==> src/rtl/ppio_pkg.sv <==
package ppio_pkg;
  localparam int DW = 8;
  localparam int AW = 2;
  localparam logic [DW-1:0] CTL_RESET = 8'h9B;

  typedef enum logic [AW-1:0] {
    SEL_A   = 2'b00,
    SEL_B   = 2'b01,
    SEL_C   = 2'b10,
    SEL_CTL = 2'b11
  } sel_e;

  // decoded direction of each group (1 = input)
  typedef struct packed {
    logic a_in;
    logic chi_in;
    logic b_in;
    logic clo_in;
  } dir_t;
endpackage

==> src/rtl/ppio_bus_if.sv <==
module ppio_bus_if
  import ppio_pkg::*;
(
  input  logic          clk,
  input  logic          rst,
  input  logic          cs_n,
  input  logic          rd_n,
  input  logic          wr_n,
  input  logic [AW-1:0] addr,
  output logic          wr_pulse,
  output logic          rd_en,
  output sel_e          sel
);
  logic wr_act, wr_act_q;

  assign wr_act = !cs_n && !wr_n;
  assign rd_en  = !cs_n && !rd_n && wr_n;
  assign sel    = sel_e'(addr);

  always_ff @(posedge clk) begin
    if (rst) wr_act_q <= 1'b0;
    else     wr_act_q <= wr_act;
  end

  // one action per strobe: first clock only
  assign wr_pulse = wr_act && !wr_act_q;
endmodule

==> src/rtl/ppio_ctrl_reg.sv <==
module ppio_ctrl_reg
  import ppio_pkg::*;
#(
  parameter int W  = DW,
  parameter int IW = $clog2(W)
) (
  input  logic          clk,
  input  logic          rst,
  input  logic          wr_pulse,
  input  sel_e          sel,
  input  logic [W-1:0]  din,
  output logic [W-1:0]  ctrl_q,
  output dir_t          dir,
  output logic          cfg_we,
  output logic          bsr_we,
  output logic [IW-1:0] bsr_idx,
  output logic          bsr_val
);
  logic ctl_hit;

  assign ctl_hit = wr_pulse && (sel == SEL_CTL);
  assign cfg_we  = ctl_hit && din[W-1];
  assign bsr_we  = ctl_hit && !din[W-1];
  assign bsr_idx = din[IW:1];
  assign bsr_val = din[0];

  always_ff @(posedge clk) begin
    if (rst)         ctrl_q <= CTL_RESET;
    else if (cfg_we) ctrl_q <= din;
  end

  assign dir.a_in   = ctrl_q[4];
  assign dir.chi_in = ctrl_q[3];
  assign dir.b_in   = ctrl_q[1];
  assign dir.clo_in = ctrl_q[0];
endmodule

==> src/rtl/ppio_port_latch.sv <==
module ppio_port_latch #(
  parameter int W  = 8,
  parameter int IW = (W > 1) ? $clog2(W) : 1
) (
  input  logic          clk,
  input  logic          rst,
  input  logic          clr,
  input  logic          we,
  input  logic [W-1:0]  wdata,
  input  logic          bit_we,
  input  logic [IW-1:0] bit_idx,
  input  logic          bit_val,
  output logic [W-1:0]  q
);
  always_ff @(posedge clk) begin
    if (rst || clr) q <= '0;
    else if (we)    q <= wdata;
    else if (bit_we) q[bit_idx] <= bit_val;
  end
endmodule

==> src/rtl/ppio_ctrl.sv <==
module ppio_ctrl
  import ppio_pkg::*;
(
  input  logic          clk,
  input  logic          rst,
  input  logic          cs_n,
  input  logic          rd_n,
  input  logic          wr_n,
  input  logic [AW-1:0] addr,
  input  logic [DW-1:0] bus_din,
  output logic [DW-1:0] bus_dout,
  output logic          bus_oe,
  input  logic [DW-1:0] pa_in,
  output logic [DW-1:0] pa_out,
  output logic [DW-1:0] pa_oe,
  input  logic [DW-1:0] pb_in,
  output logic [DW-1:0] pb_out,
  output logic [DW-1:0] pb_oe,
  input  logic [DW-1:0] pc_in,
  output logic [DW-1:0] pc_out,
  output logic [DW-1:0] pc_oe
);
  localparam int IW    = $clog2(DW);
  localparam int NIB   = DW / 2;
  localparam int NIW   = $clog2(NIB);

  logic          wr_pulse, rd_en, cfg_we, bsr_we, bsr_val;
  sel_e          sel;
  logic [DW-1:0] ctrl_q;
  dir_t          dir;
  logic [IW-1:0] bsr_idx;
  logic [DW-1:0] pc_rd;

  ppio_bus_if u_bus (
    .clk(clk), .rst(rst), .cs_n(cs_n), .rd_n(rd_n), .wr_n(wr_n),
    .addr(addr), .wr_pulse(wr_pulse), .rd_en(rd_en), .sel(sel)
  );

  ppio_ctrl_reg #(.W(DW)) u_ctl (
    .clk(clk), .rst(rst), .wr_pulse(wr_pulse), .sel(sel), .din(bus_din),
    .ctrl_q(ctrl_q), .dir(dir), .cfg_we(cfg_we), .bsr_we(bsr_we),
    .bsr_idx(bsr_idx), .bsr_val(bsr_val)
  );

  ppio_port_latch #(.W(DW)) u_pa (
    .clk(clk), .rst(rst), .clr(cfg_we), .we(wr_pulse && sel == SEL_A),
    .wdata(bus_din), .bit_we(1'b0), .bit_idx('0), .bit_val(1'b0), .q(pa_out)
  );

  ppio_port_latch #(.W(DW)) u_pb (
    .clk(clk), .rst(rst), .clr(cfg_we), .we(wr_pulse && sel == SEL_B),
    .wdata(bus_din), .bit_we(1'b0), .bit_idx('0), .bit_val(1'b0), .q(pb_out)
  );

  // port C: two independently directed halves, h=0 lower, h=1 upper
  for (genvar h = 0; h < 2; h++) begin : g_pc
    logic            half_in;
    logic [NIB-1:0]  q;
    assign half_in = (h == 0) ? dir.clo_in : dir.chi_in;

    ppio_port_latch #(.W(NIB)) u_pc (
      .clk(clk), .rst(rst), .clr(cfg_we),
      .we(wr_pulse && sel == SEL_C),
      .wdata(bus_din[h*NIB +: NIB]),
      .bit_we(bsr_we && (bsr_idx[IW-1] == h[0])),
      .bit_idx(bsr_idx[NIW-1:0]),
      .bit_val(bsr_val),
      .q(q)
    );

    assign pc_out[h*NIB +: NIB] = q;
    assign pc_oe[h*NIB +: NIB]  = {NIB{!half_in}};
    assign pc_rd[h*NIB +: NIB]  = half_in ? pc_in[h*NIB +: NIB] : q;
  end

  assign pa_oe = {DW{!dir.a_in}};
  assign pb_oe = {DW{!dir.b_in}};

  always_comb begin
    bus_dout = '0;
    if (rd_en) begin
      unique case (sel)
        SEL_A:   bus_dout = dir.a_in ? pa_in : pa_out;
        SEL_B:   bus_dout = dir.b_in ? pb_in : pb_out;
        SEL_C:   bus_dout = pc_rd;
        default: bus_dout = ctrl_q;
      endcase
    end
  end
  assign bus_oe = rd_en;
endmodule

==> config.mk <==
export PLATFORM = sky130hd
export DESIGN_NAME = ppio_ctrl
export DESIGN_NICKNAME = d
export VERILOG_FILES = /design/src/rtl/ppio_pkg.sv /design/src/rtl/ppio_bus_if.sv /design/src/rtl/ppio_ctrl_reg.sv /design/src/rtl/ppio_port_latch.sv /design/src/rtl/ppio_ctrl.sv
export SDC_FILE = /design/constraint.sdc
export NUM_CORES = 1
export LEC_CHECK = 0
export CAP_MARGIN = 15
export CORE_MARGIN = 2
export CORE_UTILIZATION = 43
export DETAILED_ROUTE_END_ITERATION = 10
export PLACE_DENSITY_LB_ADDON = 0.1
export SLEW_MARGIN = 5
export SYNTH_ARGS = -nofsm -noshare
export SYNTH_HDL_FRONTEND = slang
export SYNTH_SLANG_ARGS = --single-unit
==> constraint.sdc <==
create_clock -name clk -period 2.08 [get_ports clk]
set_input_delay 0.416 -clock clk [delete_from_list [all_inputs] [get_ports clk]]
set_output_delay 0.416 -clock clk [all_outputs]
set_load 0.01 [all_outputs]
==> impl_metrics.py, run 1 <==
metrics = {
    "hold_path": {
        "min_path_type": "reg2reg",
        "holdPathStages": 2,
    },
    "critical_path": {
        "cp-end-kind": "output port",
        "arrival_ns": 1.67,
        "cp.required_ns": 1.66,
        "startpoint_type": "register",
        "worst_r2r_path_depth": 5,
        "cp.buffers_inverters": 2,
        "critPathMaxFanout": 6,
        "max_stage_delay_ns": 0.47,
        "slowest_stage": "mux4_2",
        "cp.depth": 5,
        "crit_chain": "buf_12 > mux2i_1 > mux4_2 > nor2_2 > buf_2",
        "path_delay_family": "multiplexers",
        "worstSetupPathType": "reg2out",
    },
    "logic_synthesis": {
        "synth_cell_type_count": 44,
        "syn_area_per_cell_um2": 9.46,
        "synth_edf_count": 0,
        "synth_seq_cells": 33,
        "yosys_warnings": 0,
        "synthFlopType": "dfxtp_1",
        "synth_common_cells": "mux2i_1, dfxtp_1, buf_4, nor2_1",
        "synth_seq_area_share": 0.301,
        "synth_nets": 271,
        "syn_inst": 232,
        "yosysTopAreaCell": "dfxtp_1",
        "synth.most_common_cell": "mux2i_1",
        "netlist_area_um2": 2200,
        "synth.area.top_cells": "dfxtp_1, mux2i_1, buf_4",
        "async_flop_share": 0,
        "synth_top_area_frac": 0.301,
    },
    "cts": {
        "tritoncts": "yes",
        "htree_levels": 2,
        "numCtsBuffers": 5,
        "insertion_delay_ns": 0.29,
        "clkSlewWorstSetupHoldPaths_ns": 0.07,
        "cts_hold_buf": 0,
        "ctsRootBufferMaster": "clkbuf_8",
        "clock_sinks": 33,
        "clock_path_buffers": 2,
    },
    "floorplanning": {
        "io_pins": 96,
        "core-area_um2": 5010,
        "initial_core_util": 0.438,
        "die_h_um": 75.5,
        "die_w_um": 75.5,
        "rows": 26,
        "dieArea_um2": 5690,
    },
    "power": {
        "power.total_mw": 1.57,
        "p_switching_mw": 0.426,
        "p_seq_frac": 0.417,
        "ir_drop_uv": 358,
        "p_int_mw": 1.15,
        "leakage_nw": 1.61,
        "power.density_nw_per_um2": 461,
        "p_clk_frac": 0.352,
        "combPwrFrac": 0.230,
        "swShare": 0.270,
    },
    "final_layout": {
        "fin_area_um2": 3410,
        "diodes": 0,
        "register_area_um2": 667,
        "drive_gt1_frac": 0.279,
        "fin_nets": 379,
        "area_delta_synth_final_pct": 55.3,
        "multiInputGateArea_um2": 1190,
        "n_fill_cell": 449,
    },
    "global_routing": {
        "grt-ovfl-total": 0,
        "grt_max_degree": 18,
        "grt_pass1_wl_um": 10200,
        "grt_pass1_vias": 1953,
        "globalRouteTotalUtil": 0.248,
        "antenna_found_initial": 0,
    },
    "routing": {
        "drtPass1Iterations": 4,
        "drtAntennaViolNets": 0,
        "viasPerCell": 5.15,
        "dr_total_vias": 2115,
        "wl_um": 6840,
        "drcViolationCount": 0,
        "wl_per_cell_um": 16.6,
        "drt_iter0_drc": 131,
    },
    "sta": {
        "skew_ns": 0.00733,
        "drv_slew": 0,
        "hold_violations": 0,
        "finalSetupTns_ns": -0.0138,
        "fmax_ghz": 0.478,
        "tightest_slew_ns": 0.473,
        "setup_slack_ns": -0.00997,
        "final.min_clock_period_ns": 2.09,
        "setup_violations": 2,
        "layout_worst_path_cycle_share": 1.00,
        "grt_setup_unrepaired": "yes",
        "whs_ns": 0.428,
        "slew_headroom": 0.684,
    },
    "place": {
        "gp_congestion": 0.935,
        "placed_area_um2": 3330,
        "port_buffers": 95,
        "hpwlAfterDp_um": 5340,
    },
    "outcome": {
        "status": "finished with violations",
        "violations": "negative setup slack",
    },
    "run": {
        "cap_violations": 0,
    },
}
## what timing repair did
action | 4_1_cts | 5_1_grt
buffers inserted | 0 | 0
setup endpoints to repair | 30 | 6
pin swaps | 4 | 6
gates resized for setup | 53 | 13
## power by group through the flow
stage	combinational, mW	clock (mW)	sequential [mW]
after CTS	0.364	0.556	0.657
after floorplan	0.172	0	0.674
after global routing	0.390	0.590	0.658
after detailed placement	0.370	0	0.672
final	0.363	0.554	0.657
after global placement	0.367	0	0.672
## worst register-to-register path: cells and delay by family (launching register included)
family	cells	cell delay [ns]
and+or+nand+nor	2	0.47
DFF	1	0.37
buffers and inverters	1	0.17
AOI/OAI and AO/OA	2	0.32
## kinds of logic after synthesis
kind of cell,after synthesis,share of synthesized area
simple gates,69,0.181
buf+inv,50,0.156
mux,46,0.255
compound gates,34,0.108
flops,33,0.301
## registers in the layout, indices dropped and copies added (netlist names)
name and count:
u_pb.q 8, u_pa.q 8, u_ctl.ctrl_q 8, u_bus.wr_act_q 1
g_pc.u_pc.q 8
## metrics by stage
| step | utilization | worst slack (ns) | std cells |
|---|---|---|---|
| detailed placement | 0.664 | -0.670 | 403 |
| global placement | 0.664 | -0.632 | 403 |
| finish | 0.681 | -0.00997 | 411 |
| global route | 0.681 | -0.0610 | 411 |
| CTS | 0.674 | 0.000520 | 411 |
| floorplan | - | 0.248 | 232 |
## cells in the final DEF, fill, tap and decap left out, types with 2 or more instances in the layout
cell	instances
nand2_1	6
buf_4	40
nor2_1	16
a311o_1	4
nor4_1	2
o22ai_1	3
mux4_2	7
nand4b_1	2
nor2_2	12
dlygate4sd2_1	10
buf_2	8
nor3_1	8
a21oi_1	10
clkbuf_8	7
nand2b_1	3
o21ai_1	2
mux2i_1	37
buf_6	2
dfxtp_2	2
buf_12	4
or3_1	2
nand3_1	6
inv_1	10
mux2i_2	2
dfxtp_1	30
nand3b_1	2
dlymetal6s2s_1	8
o21ai_0	5
clkdlybuf4s50_1	68
a21oi_2	2
## per-layer routing
metal / routed length (um) / global-route usage
met1: 2930 / 0.317
met2: 3390 / 0.423
met3: 435 / 0.0608
met4: 76 / 0.0546
met5: 0 / 0
## final timing paths
check	start	to	slack, ns
max reg2reg	u_bus.wr_act_q	g_pc[0].u_pc.q[1]	0.68
min	u_ctl.ctrl_q[7]	u_ctl.ctrl_q[7]	0.43
max	u_ctl.ctrl_q[4]	bus_dout[7]	-0.01
min reg2reg	u_ctl.ctrl_q[7]	u_ctl.ctrl_q[7]	0.43
## final cells by class
class,count,share of cell area
timing repair buffer,141,0.388
sequential,33,0.196
clock buffer,7,0.0282
tap,70,0.0257
clock inverter,1,0.00147
multi-input combinational,149,0.350
inverter,10,0.0110
(Power assumes the default switching activity.)
==> inputs of run 2 (changes only) <==
- CAP_MARGIN: 15 -> 10
==> results of run 2 <==
Same layout as run 1: the final DEF is identical, and so are final timing and power.
==> inputs of run 3 (changes only) <==
- GPL_ROUTABILITY_DRIVEN: not set -> 0
- SLEW_MARGIN: 5 -> 0
==> results of run 3 <==
Same layout as run 1: the final DEF is identical, and so are final timing and power.
